<file path="src/rtl/evbuf_pkg.sv">
package evbuf_pkg;
    localparam int PAGE_W   = 6;
    localparam int BUFNUM_W = 2;

    // operation selected for the read pointer in one cycle
    typedef enum logic [1:0] {
        RD_HOLD = 2'd0,
        RD_STEP = 2'd1,
        RD_LOAD = 2'd2,
        RD_FAIL = 2'd3
    } rd_op_e;

    typedef struct packed {
        logic full;
        logic empty;
    } ring_flags_t;

    function automatic rd_op_e pick_rd_op(logic diag, logic step_req, logic is_empty);
        if (diag)
            return RD_LOAD;
        else if (step_req && is_empty)
            return RD_FAIL;
        else if (step_req)
            return RD_STEP;
        return RD_HOLD;
    endfunction
endpackage

</file>
<file path="src/rtl/evbuf_flags.sv">
module evbuf_flags #(
    parameter int PAGE_W = evbuf_pkg::PAGE_W
) (
    input  logic [PAGE_W-1:0] wr_ptr,
    input  logic [PAGE_W-1:0] rd_ptr,
    output evbuf_pkg::ring_flags_t flags
);
    localparam logic [PAGE_W-1:0] ONE = PAGE_W'(1);

    always_comb begin
        flags.empty = (wr_ptr == rd_ptr);
        flags.full  = ((wr_ptr + ONE) == rd_ptr);
    end
endmodule

</file>
<file path="src/rtl/evbuf_wr_ctl.sv">
module evbuf_wr_ctl #(
    parameter int PAGE_W = evbuf_pkg::PAGE_W
) (
    input  logic              clk,
    input  logic              rst,
    input  logic              event_done,
    input  logic              fast_clear,
    input  logic              full,
    output logic [PAGE_W-1:0] wr_ptr
);
    localparam logic [PAGE_W-1:0] ONE = PAGE_W'(1);

    logic commit;
    logic [PAGE_W-1:0] wr_q;

    assign commit = event_done && !fast_clear && !full;

    always_ff @(posedge clk) begin
        if (rst)
            wr_q <= '0;
        else if (commit)
            wr_q <= wr_q + ONE;
    end

    assign wr_ptr = wr_q;
endmodule

</file>
<file path="src/rtl/evbuf_rd_ctl.sv">
module evbuf_rd_ctl #(
    parameter int PAGE_W = evbuf_pkg::PAGE_W
) (
    input  logic              clk,
    input  logic              rst,
    input  logic              load_next,
    input  logic              skip,
    input  logic              diag_wr,
    input  logic [PAGE_W-1:0] diag_page,
    input  logic              empty,
    output logic [PAGE_W-1:0] rd_ptr,
    output logic              cmd_err
);
    import evbuf_pkg::*;

    localparam logic [PAGE_W-1:0] ONE = PAGE_W'(1);

    rd_op_e op;
    logic [PAGE_W-1:0] rd_q;
    logic err_q;

    always_comb op = pick_rd_op(diag_wr, load_next || skip, empty);

    always_ff @(posedge clk) begin
        if (rst) begin
            rd_q  <= '0;
            err_q <= 1'b0;
        end else begin
            unique case (op)
                RD_LOAD: rd_q  <= diag_page;
                RD_STEP: rd_q  <= rd_q + ONE;
                RD_FAIL: err_q <= 1'b1;
                default: ;
            endcase
        end
    end

    assign rd_ptr  = rd_q;
    assign cmd_err = err_q;
endmodule

</file>
<file path="src/rtl/evbuf_mgr.sv">
module evbuf_mgr #(
    parameter int PAGE_W   = evbuf_pkg::PAGE_W,
    parameter int BUFNUM_W = evbuf_pkg::BUFNUM_W
) (
    input  logic                clk,
    input  logic                rst,
    input  logic                event_done,
    input  logic                fast_clear,
    input  logic                load_next,
    input  logic                skip,
    input  logic                diag_wr,
    input  logic [PAGE_W-1:0]   diag_page,
    output logic [PAGE_W-1:0]   wr_ptr,
    output logic [PAGE_W-1:0]   rd_ptr,
    output logic                full,
    output logic                empty,
    output logic                busy,
    output logic [BUFNUM_W-1:0] buf_num,
    output logic                cmd_err
);
    evbuf_pkg::ring_flags_t flags;

    evbuf_wr_ctl #(.PAGE_W(PAGE_W)) u_wr (
        .clk(clk), .rst(rst), .event_done(event_done), .fast_clear(fast_clear),
        .full(flags.full), .wr_ptr(wr_ptr)
    );

    evbuf_rd_ctl #(.PAGE_W(PAGE_W)) u_rd (
        .clk(clk), .rst(rst), .load_next(load_next), .skip(skip),
        .diag_wr(diag_wr), .diag_page(diag_page), .empty(flags.empty),
        .rd_ptr(rd_ptr), .cmd_err(cmd_err)
    );

    evbuf_flags #(.PAGE_W(PAGE_W)) u_flags (
        .wr_ptr(wr_ptr), .rd_ptr(rd_ptr), .flags(flags)
    );

    assign full    = flags.full;
    assign empty   = flags.empty;
    assign busy    = flags.full;
    assign buf_num = rd_ptr[BUFNUM_W-1:0];
endmodule

</file>
<file path="config.mk">
export PLATFORM = sky130hd
export DESIGN_NAME = evbuf_mgr
export DESIGN_NICKNAME = d
export VERILOG_FILES = /design/src/rtl/evbuf_pkg.sv /design/src/rtl/evbuf_flags.sv /design/src/rtl/evbuf_wr_ctl.sv /design/src/rtl/evbuf_rd_ctl.sv /design/src/rtl/evbuf_mgr.sv
export SDC_FILE = /design/constraint.sdc
export NUM_CORES = 1
export LEC_CHECK = 0
export ABC_AREA = 1
export BUFFER_PORTS_ARGS = -buffer_cell sky130_fd_sc_hd__clkbuf_2
export CAP_MARGIN = 10
export CORE_MARGIN = 1.5
export CORE_UTILIZATION = 40
export CTS_BUF_LIST = sky130_fd_sc_hd__clkbuf_8
export DETAILED_ROUTE_END_ITERATION = 12
export PLACE_DENSITY = 0.65
export SLEW_MARGIN = 20
export SYNTH_ARGS = -nofsm -noshare
export SYNTH_HDL_FRONTEND = slang
export SYNTH_SLANG_ARGS = --single-unit
</file>
<file path="constraint.sdc">
create_clock -name clk -period 3.9 [get_ports clk]
set_input_delay 0.78 -clock clk [delete_from_list [all_inputs] [get_ports clk]]
set_output_delay 0.78 -clock clk [all_outputs]
set_load 0.005 [all_outputs]
</file>
==> results of run 1 <==
## stage by stage
stage / instances / hold WS, ps / worst slack (ps) / utilization (%) / instance area [um2]
after detailed placement: 219 / 465.4 / 1668 / 48.01 / 1179
final: 223 / 475.6 / 1408 / 49.85 / 1224
after CTS: 223 / 479.3 / 1385 / 49.85 / 1224
after floorplan: 164 / 461.9 / 1765 / - / 1021
after global routing: 223 / 540.7 / 1238 / 49.85 / 1224
after global placement: 219 / 463.6 / 1735 / 48.01 / 1179
## layout by cell type, fill, tap and decap left out, drive strengths merged
cell / count
a21oi: 8
ha: 4
nor2: 25
clkinv: 1
inv: 28
nand2: 52
clkbuf: 33
dfxtp: 13
xor2: 7
o21ai: 7
nor3: 1
a221oi: 3
o211ai: 1
nand3: 10
## power groups by stage
stage,registers [uW],clock network (uW),logic [uW]
finish,172,124,169
floorplan,172,0,125
detailed placement,175,0,170
global placement,174,0,167
global route,175,129,194
CTS,172,126,171
## path summary, 6_finish.rpt
kind / slack (ps) / cells past startpoint / endpoint / startpoint
setup / recovery: 1410 / 8 / busy / u_wr.wr_ptr[0]$_SDFFE_PP0P_
hold / removal: 480 / 2 / u_rd.cmd_err$_SDFFE_PP0N_ / u_rd.cmd_err$_SDFFE_PP0N_
setup reg to reg: 1710 / 11 / u_rd.rd_ptr[2]$_SDFFE_PP0P_ / u_wr.wr_ptr[2]$_SDFFE_PP0P_
hold reg to reg: 480 / 2 / u_rd.cmd_err$_SDFFE_PP0N_ / u_rd.cmd_err$_SDFFE_PP0N_
## logic make-up after synthesis
logic type      after synthesis  synth area share, %
flops                        13                25.49
xor+xnor                      7                6.005
buf+inv                      33                13.24
fa+ha+maj                     4                4.902
simple gates                 88                38.60
compound gates               19                11.77
## worst min-delay path: cells and delay by family (launching register included)
kind             cells  cell delay (ps)
and+or+nand+nor      2              120
DFF                  1              330
## layer usage
metal  global-route usage [%]  wire length (um)  part of all wire, %  up-vias
met5                        0                 0                    0        -
met4                    10.26                54                  2.4        0
met3                    3.390                99                  4.3        5
met2                    29.42              1044                   46       26
met1                    23.72              1088                   48      463
li1                         -                 -                    -      565
## flip-flops by register name, indices dropped and copies added, names as in the netlist
signal and cells:
u_rd.cmd_err 1, u_rd.rd_ptr 6, u_wr.wr_ptr 6
## layout make-up
class	count	area, um2	share of cell area (%)
Multi-Input combinational cell	118	625.6	51.12
Sequential cell	13	260.3	21.27
Timing Repair Buffer	30	150.1	12.27
Inverter	28	105.1	8.589
Clock buffer	3	41.29	3.374
Tap cell	30	37.54	3.067
Clock inverter	1	3.754	0.3067
==> impl_results.md, run 1 <==
* Cell internal pwr at 286.9 uW
* Wire per inst at 10.25 um
* Clock latency at the later pin of the worst-skew pair at approximately 250 ps
* Vias post-DR at 1059
* Worst Path Arrival at 1710 ps
* Final Setup Violations at 0
* Critical Path RT at 3120 ps
* Setup bufs post-CTS at 0
* Crit-path max FO at 7
* Initial antenna violation count at 0
* Warnings, synthesis at 0
* Combinational power share at 36.4%
* WL final at 2286 um
* Seq pwr share at 36.9%
* Post-synth cell types at 24
* Synth area leader: dfxtp_1
* Vias in the first global route at approximately 880
* Slowest-stage cell, CP: dfxtp_1
* I/O pin cnt at 31
* Post-layout power at 465.2 uW
* Post-synth ARST share at 0%
* Initial DRC Count at 22
* CTS tree: yes
* Vias per Instance at between 4 and 5
* DR pass1 iterations at 4
* Placer Congestion at 0.8851
* Nets at 211
* Actual slew at the worst max-slew pin at about 350 ps
* Critical-path cell list: ha_1 > nand3_1 > inv_1 > nand2_1 > nand2_2 > nand2_4 > nor2_4 > clkbuf_2
* Worst setup EP type: primary output
* Share of layout cells above drive strength 1 at 24.87%
* Slew Viols, Final at 0
* Power share of the clock group at around a quarter
* Post-Syn Area per Cell at 6.225 um2
* Post-Synthesis Cells at roughly 160
* Root Driver: clkbuf_8
* Crit path kind: reg2out
* # fillers at 274
* Area delta synth->final at 19.85%
* Clock sink total at 13
* Count leader, synth: nand2_1
* RSZ-0062 raised after global routing: false
* Crit path launch type: flip-flop
* Starting Density at 41.59%
* Most frequent cells after synthesis: nand2_1, inv_1, nor2_1, dfxtp_1
* Ys flop type: dfxtp_1
* Die Span X at 53.52 um
* Fmax at around 0.4 GHz
* CP peak stage delay at approximately 490 ps
* Setup TNS after final layout at 0 ps
* CP delay by family, top: flip-flops
* Max-slew headroom at 76.42%
* Die Y at between 50 and 60 um
* Hold crit path type: reg2reg
* Switching power at 178.3 uW
* DP HPWL at 1838 um
* Clk slew on worst S/H paths at approximately 60 ps
* Port-buffer cells at 30
* First-pass GRT wire length at around 3800 um
* Layout Skew at around 0.38 ps
* Syn nets at 181
* Crit path buffers/inverters at 2
* Pwr/cell area at around 380 nW/um2
* Post-synth EDFFs at 0
* CTS Buffer Depth at 2
* Maximum vdd drop at 0.0002194 V
* Register area share after synthesis at 25.49%
* Die area at 2864 um2
* Total track usage at 18.62%
* Synthesized flop and latch total at 13
* H-tree depth at 1
* DRC violations left at 0
* Ranking of synthesized cells by area: dfxtp_1, nand2_1, inv_1
* Max-cap violation count at 0
* Switching Fraction at 38.32%
* Hold Vio Cnt, Final at 0
* Core Area at between 2000 and 2500 um2
* Total CTS buffers at 3
* Row cnt at 18
* Post-cts resize count at 0
* Hold Buf Count CTS at 0
* Crit path time final at approximately 2500 ps
* Antenna Violating Nets Remaining at 0
* Global route total overflow at 0
* Tcrit/Tclk final at 63.91%
* Largest net degree at the start of global routing at 10
* Leakage at approximately 0.00067 uW
* Status: complete, no violations
* Post-synth top area share at 25.49%
* Antenna Cells at 0
* Cell Area, Synth at 1021 um2
(Power assumes the default switching activity.)
==> run 2, diff against run 1 <==
--- a/config.mk
+++ b/config.mk
@@ -12,7 +12,7 @@
 export CORE_UTILIZATION = 40
 export CTS_BUF_LIST = sky130_fd_sc_hd__clkbuf_8
 export DETAILED_ROUTE_END_ITERATION = 12
-export PLACE_DENSITY = 0.65
+export PLACE_DENSITY = 0.67
 export SLEW_MARGIN = 20
 export SYNTH_ARGS = -nofsm -noshare
 export SYNTH_HDL_FRONTEND = slang
==> constraint.sdc (replaced) <==
create_clock -name clk -period 2.1 [get_ports clk]
set_input_delay 0.42 -clock clk [delete_from_list [all_inputs] [get_ports clk]]
set_output_delay 0.42 -clock clk [all_outputs]
set_load 0.005 [all_outputs]
==> impl_results.md, run 2 (synthesized netlist as in run 1, its figures left out) <==
* Die Span X at 53.52 um (unchanged)
* Critical Path RT at 1680 ps (-1440 ps)
* Initial DRC Count at 20 (-9.1%)
* Global route total overflow at 0 (unchanged)
* Clk slew on worst S/H paths at 60 ps (about the same)
* CP delay by family, top: simple AND/OR/NAND/NOR gates
* Share of layout cells above drive strength 1 at 32.66% (+7.8 points)
* Cell depth of the worst hold path at 2 (unchanged)
* Total CTS buffers at 3 (unchanged)
* Slowest-stage cell, CP: dfxtp_4
* DP HPWL at 1903 um (+3.5%)
* Fmax at slightly below 0.5 GHz
* DR pass1 iterations at 5 (+1)
* Antenna Violating Nets Remaining at 0 (unchanged)
* # fillers at 246 (-10%)
* Vias per Instance at 4.830 (+1.7%)
* Antenna Cells at 0 (unchanged)
* Hold Vio Cnt, Final at 0 (unchanged)
* First-pass GRT wire length at 3815 um (+0.90%)
* Root Driver: clkbuf_8
* Placer Congestion at 0.8282 (-6.4%)
* Slew Viols, Final at 0 (unchanged)
* Dpl ws at 21.06 ps (-1647 ps)
* Core Area at 2455 um2 (unchanged)
* Vias in the first global route at 937 (+6.2%)
* Die area at 2864 um2 (unchanged)
* Worst setup EP type: primary output
* CP peak stage delay at 370 ps (-120 ps)
* Vias post-DR at 1106 (+4.4%)
* Reg2reg path depth at 13 (+2)
* Final Setup Violations at 0 (unchanged)
* CTS Buffer Depth at 2 (unchanged)
* Die Y at 53.52 um (unchanged)
* Maximum vdd drop at 0.0004278 V (+95%)
* Worst Path Arrival at 1600 ps (-110 ps)
* Max-cap violation count at 0 (unchanged)
* Most frequent cells in the layout: nand2_1, clkbuf_2, inv_1
* Post-route insts no fill at 229 (+2.7%)
* Row cnt at 18 (unchanged)
* DRC violations left at 0 (unchanged)
* Starting Density at 41.59% (unchanged)
* CTS tree: yes
* Initial antenna violation count at 0 (unchanged)
* Crit path time final at 2018 ps
* Crit-path max FO at 5 (-2)
* Nets at 217 (+2.8%)
* Cell mode on critical path: nand2_1
* Hold Buf Count CTS at 0 (unchanged)
* Commonest non-fill, non-tap cell in the layout: nand2_1
* Status: complete, no violations
* Area delta synth->final at 29.90%
* Cell total after placement at 221 (+0.91%)
* Crit path buffers/inverters at 2 (unchanged)
* H-tree depth at 1 (unchanged)
* Wire per inst at 10.79 um (+5.2%)
* Final worst slack at 81.56 ps (-1326 ps)
* Max-slew headroom at 76.67% (+0.26 points)
* Setup TNS after final layout at 0 ps (unchanged)
* Leakage at 0.0007067 uW (+5.1%)
* Largest net degree at the start of global routing at 10 (unchanged)
* Crit path launch type: flip-flop
* Pwr/cell area at 682.5 nW/um2 (+79%)
* WL final at 2470 um (+8.0%)
* Hold crit path type: in2reg
* Port-buffer cells at 30 (unchanged)
* Crit path kind: reg2out
* I/O pin cnt at 31 (unchanged)
* Clock sink total at 13 (unchanged)
* WP depth at 8 (unchanged)
* Total track usage at 18.29% (-0.33 points)
* Clock latency at the later pin of the worst-skew pair at 240 ps (about the same)
* Critical-path cell list: ha_4 > inv_1 > nand2_1 > nand2_1 > nor2_2 > nand3_2 > nor2_4 > clkbuf_2
* Actual slew at the worst max-slew pin at 348.6 ps (-3.859 ps)
* Layout Skew at 3.958 ps (+3.578 ps)
* Tcrit/Tclk final at 96.12%
## run 2: power by group
part | internal, uW | switching [uW]
registers | 278 | 37.7
clock network | 129 | 95.4
logic | 158 | 207
## run 2: layout make-up
class,count,area (um2),area share (%)
inverter,28,105.1,7.925
timing repair buffer,36,207.7,15.66
clock inverter,1,3.754,0.2830
tap,30,37.54,2.830
multi-input combinational,118,658.1,49.62
clock buffer,3,41.29,3.113
sequential,13,272.8,20.57
## run 2: worst reg2reg max path: stages, from the launching register on
cell	delay (ps)
dfxtp_4	360
buf_12	130
inv_1	50
nand2_1	40
nand2_1	90
inv_1	50
nor2_1	110
nand3_1	110
nor2_1	100
nor2_1	80
ha_4	250
inv_2	90
o21ai_0	80
a221oi_1	260
## run 2: final timing paths
path	to	from	slack (ps)
worst min register to register	u_rd.cmd_err$_SDFFE_PP0N_	u_rd.cmd_err$_SDFFE_PP0N_	480
worst max register to register	u_rd.rd_ptr[2]$_SDFFE_PP0P_	u_wr.wr_ptr[0]$_SDFFE_PP0P_	210
worst max-delay path	full	u_wr.wr_ptr[1]$_SDFFE_PP0P_	80
worst min-delay path	u_wr.wr_ptr[4]$_SDFFE_PP0P_	rst	480
## run 2: stage by stage
step,hold slack [ps],power (uW),utilization [%],instance area [um2]
after floorplan,461.9,551.0,-,1021
after global placement,459.8,641.1,48.62,1194
after detailed placement,473.3,647.0,48.62,1194
after CTS,475.6,875.9,50.76,1246
after global routing,470.9,977.1,54.03,1326
final,475.2,905.1,54.03,1326
## run 2: metal layers
layer	wire length (um)	global-route usage, %
met3	108	3.390
met2	1213	32.30
met1	1117	21.92
met5	0	0
met4	30	6.410
## run 2: timing repair
action	CTS	global route
buffers inserted	0	4
pin swaps	0	4
gates cloned	0	0
setup endpoints to repair	3	8
resized for setup	4	11
==> run 3, diff against run 2 <==
--- a/config.mk
+++ b/config.mk
@@ -7,12 +7,14 @@
 export LEC_CHECK = 0
 export ABC_AREA = 1
 export BUFFER_PORTS_ARGS = -buffer_cell sky130_fd_sc_hd__clkbuf_2
-export CAP_MARGIN = 10
+export CAP_MARGIN = 15
+export CELL_PAD_IN_SITES_DETAIL_PLACEMENT = 2
+export CELL_PAD_IN_SITES_GLOBAL_PLACEMENT = 2
 export CORE_MARGIN = 1.5
-export CORE_UTILIZATION = 40
+export CORE_UTILIZATION = 24
 export CTS_BUF_LIST = sky130_fd_sc_hd__clkbuf_8
 export DETAILED_ROUTE_END_ITERATION = 12
-export PLACE_DENSITY = 0.67
+export PLACE_DENSITY = 0.77
 export SLEW_MARGIN = 20
 export SYNTH_ARGS = -nofsm -noshare
 export SYNTH_HDL_FRONTEND = slang
==> impl_results.md, run 3 (synthesized netlist as in run 1, its figures left out) <==
* DR pass1 iterations at 4 (-1)
* Cell total after placement at 245 (+11%)
* Core Area at 4058 um2 (+65%)
* Hold crit path type: reg2reg
* Crit path kind: reg2out
* Hold Vio Cnt, Final at 0 (unchanged)
* Share of layout cells above drive strength 1 at 35.15% (+2.5 points)
* Port-buffer cells at 30 (unchanged)
* Pwr/cell area at 692.6 nW/um2 (+1.5%)
* RSZ-0062 raised after global routing: false
* Commonest non-fill, non-tap cell in the layout: nand2_1
* Area delta synth->final at 34.80%
* Post-route insts no fill at 252 (+10%)
* Global route total overflow at 0 (unchanged)
* Max-cap violation count at 0 (unchanged)
* Worst setup EP type: primary output
* WL final at 3553 um (+44%)
* Maximum vdd drop at 0.0002579 V (-40%)
* Vias in the first global route at 1244 (+33%)
* Status: complete, no violations
* Critical-path cell list: buf_4 > nand3_4 > nor2_4 > nand2_2 > nand2_2 > nand2_4 > nor2_4 > clkbuf_2
* DP HPWL at 2895 um (+52%)
* Starting Density at 25.16% (-16 points)
* CTS tree: yes
* Slowest-stage cell, CP: dfxtp_1
* Root Driver: clkbuf_8
* Clk slew on worst S/H paths at 60 ps (about the same)
* Placed inst area at 1249 um2 (+4.6%)
* H-tree depth at 1 (unchanged)
* Crit path buffers/inverters at 2 (unchanged)
* Crit-path max FO at 5 (unchanged)
* Largest net degree at the start of global routing at 10 (unchanged)
* I/O pin cnt at 31 (unchanged)
* Crit path time final at 1971 ps (-47.14 ps)
* Tcrit/Tclk final at 93.87% (-2.2 points)
* Vias post-DR at 1154 (+4.3%)
* Die area at 4655 um2 (+63%)
* Cell depth of the worst hold path at 2 (unchanged)
* Clock latency at the later pin of the worst-skew pair at 250 ps (about the same)
* First-pass GRT wire length at 5789 um (+52%)
* Wire per inst at 14.10 um (+31%)
* Initial antenna violation count at 0 (unchanged)
* Total track usage at 16.69% (-1.6 points)
* Reg2reg path depth at 12 (-1)
* Clock sink total at 13 (unchanged)
* Vias per Instance at 4.579 (-5.2%)
* Leakage at 0.0007200 uW (+1.9%)
* Final Cell Area at 1376 um2 (+3.8%)
* Crit path launch type: flip-flop
* Placer Congestion at 0.7906 (-4.5%)
* Dpl ws at -99.45 ps (-120.5 ps)
* Die Y at 68.23 um (+27%)
* CTS Buffer Depth at 2 (unchanged)
* Antenna Violating Nets Remaining at 0 (unchanged)
* Total CTS buffers at 3 (unchanged)
* Final worst slack at 128.7 ps (+47.14 ps)
* WP depth at 8 (unchanged)
* Worst Path Arrival at 1550 ps (-50 ps)
* Max-slew headroom at 73.07% (-3.6 points)
* Actual slew at the worst max-slew pin at 402.5 ps (+53.90 ps)
* Nets at 220 (+1.4%)
* Slew Viols, Final at 0 (unchanged)
* Die Span X at 68.23 um (+27%)
* Initial DRC Count at 15 (-25%)
* Antenna Cells at 0 (unchanged)
* DRC violations left at 0 (unchanged)
* Layout Skew at 3.509 ps (-0.4496 ps)
* CP delay by family, top: simple AND/OR/NAND/NOR gates
* CP peak stage delay at 410 ps (+40 ps)
* Fmax at 0.5073 GHz (+2.4%)
* Critical Path RT at 1680 ps (about the same)
* Final Setup Violations at 0 (unchanged)
* Most frequent cells in the layout: nand2_1, clkbuf_2, inv_1
* Row cnt at 23 (+5)
run 3: cell count changes in the layout (fill, tap and decap cells not counted), sizes merged:
cell and delta:
buf +3
run 3: worst register-to-register path: cells and delay by family, from the launching register on:
kind | cells | cell delay, ps
buffers and inverters | 3 | 220
adders and majority gates | 1 | 250
DFF | 1 | 350
AOI/OAI and AO/OA | 2 | 350
and+or+nand+nor | 6 | 600
run 3: cell type report:
type                       count  area (um2)
multi-input combinational    118       673.1
timing repair buffer          39       217.7
sequential                    13       272.8
fill                         517        2681
clock buffer                   3       41.29
inverter                      28       105.1
tap                           50       62.56
clock inverter                 1       3.754
run 3: routing by layer:
metal / routed length (um) / share of wire [%] / vias to the layer above / GRT usage, %
met3: 100 / 2.8 / 4 / 2.303
met2: 1876 / 53 / 24 / 31.67
met4: 31 / 0.87 / 0 / 3.750
met5: 0 / 0 / - / 0
li1: - / - / 577 / -
met1: 1544 / 43 / 549 / 19.58
run 3: power breakdown:
group | total [uW] | switching [uW] | internal, uW
Sequential | 318 | 37.6 | 281
Clock | 232 | 103 | 129
Combinational | 403 | 238 | 165
run 3: metrics by stage:
| step | util (%) | power, uW | setup TNS [ps] | hold slack (ps) |
|---|---|---|---|---|
| floorplan | - | 551.0 | 0 | 461.9 |
| global placement | 30.77 | 660.6 | 0 | 457.2 |
| detailed placement | 30.77 | 681.8 | -227.0 | 466.5 |
| CTS | 32.87 | 941.5 | 0 | 484.6 |
| global route | 33.92 | 1030 | 0 | 510.8 |
| finish | 33.92 | 953.3 | 0 | 478.8 |
run 3: path summary, 6_finish.rpt:
path              slack [ps]                   startpoint                          end
hold / removal           480    u_rd.cmd_err$_SDFFE_PP0N_    u_rd.cmd_err$_SDFFE_PP0N_
hold reg to reg          480    u_rd.cmd_err$_SDFFE_PP0N_    u_rd.cmd_err$_SDFFE_PP0N_
setup reg to reg         230  u_rd.rd_ptr[0]$_SDFFE_PP0P_  u_rd.rd_ptr[2]$_SDFFE_PP0P_
setup / recovery         130  u_wr.wr_ptr[1]$_SDFFE_PP0P_                         busy
run 3: repair_timing:
item	CTS	global route
hold buffers	0	0
pin swaps	3	3
gates resized for setup	8	11
endpoints found under the setup margin	7	7
setup buffers	2	1
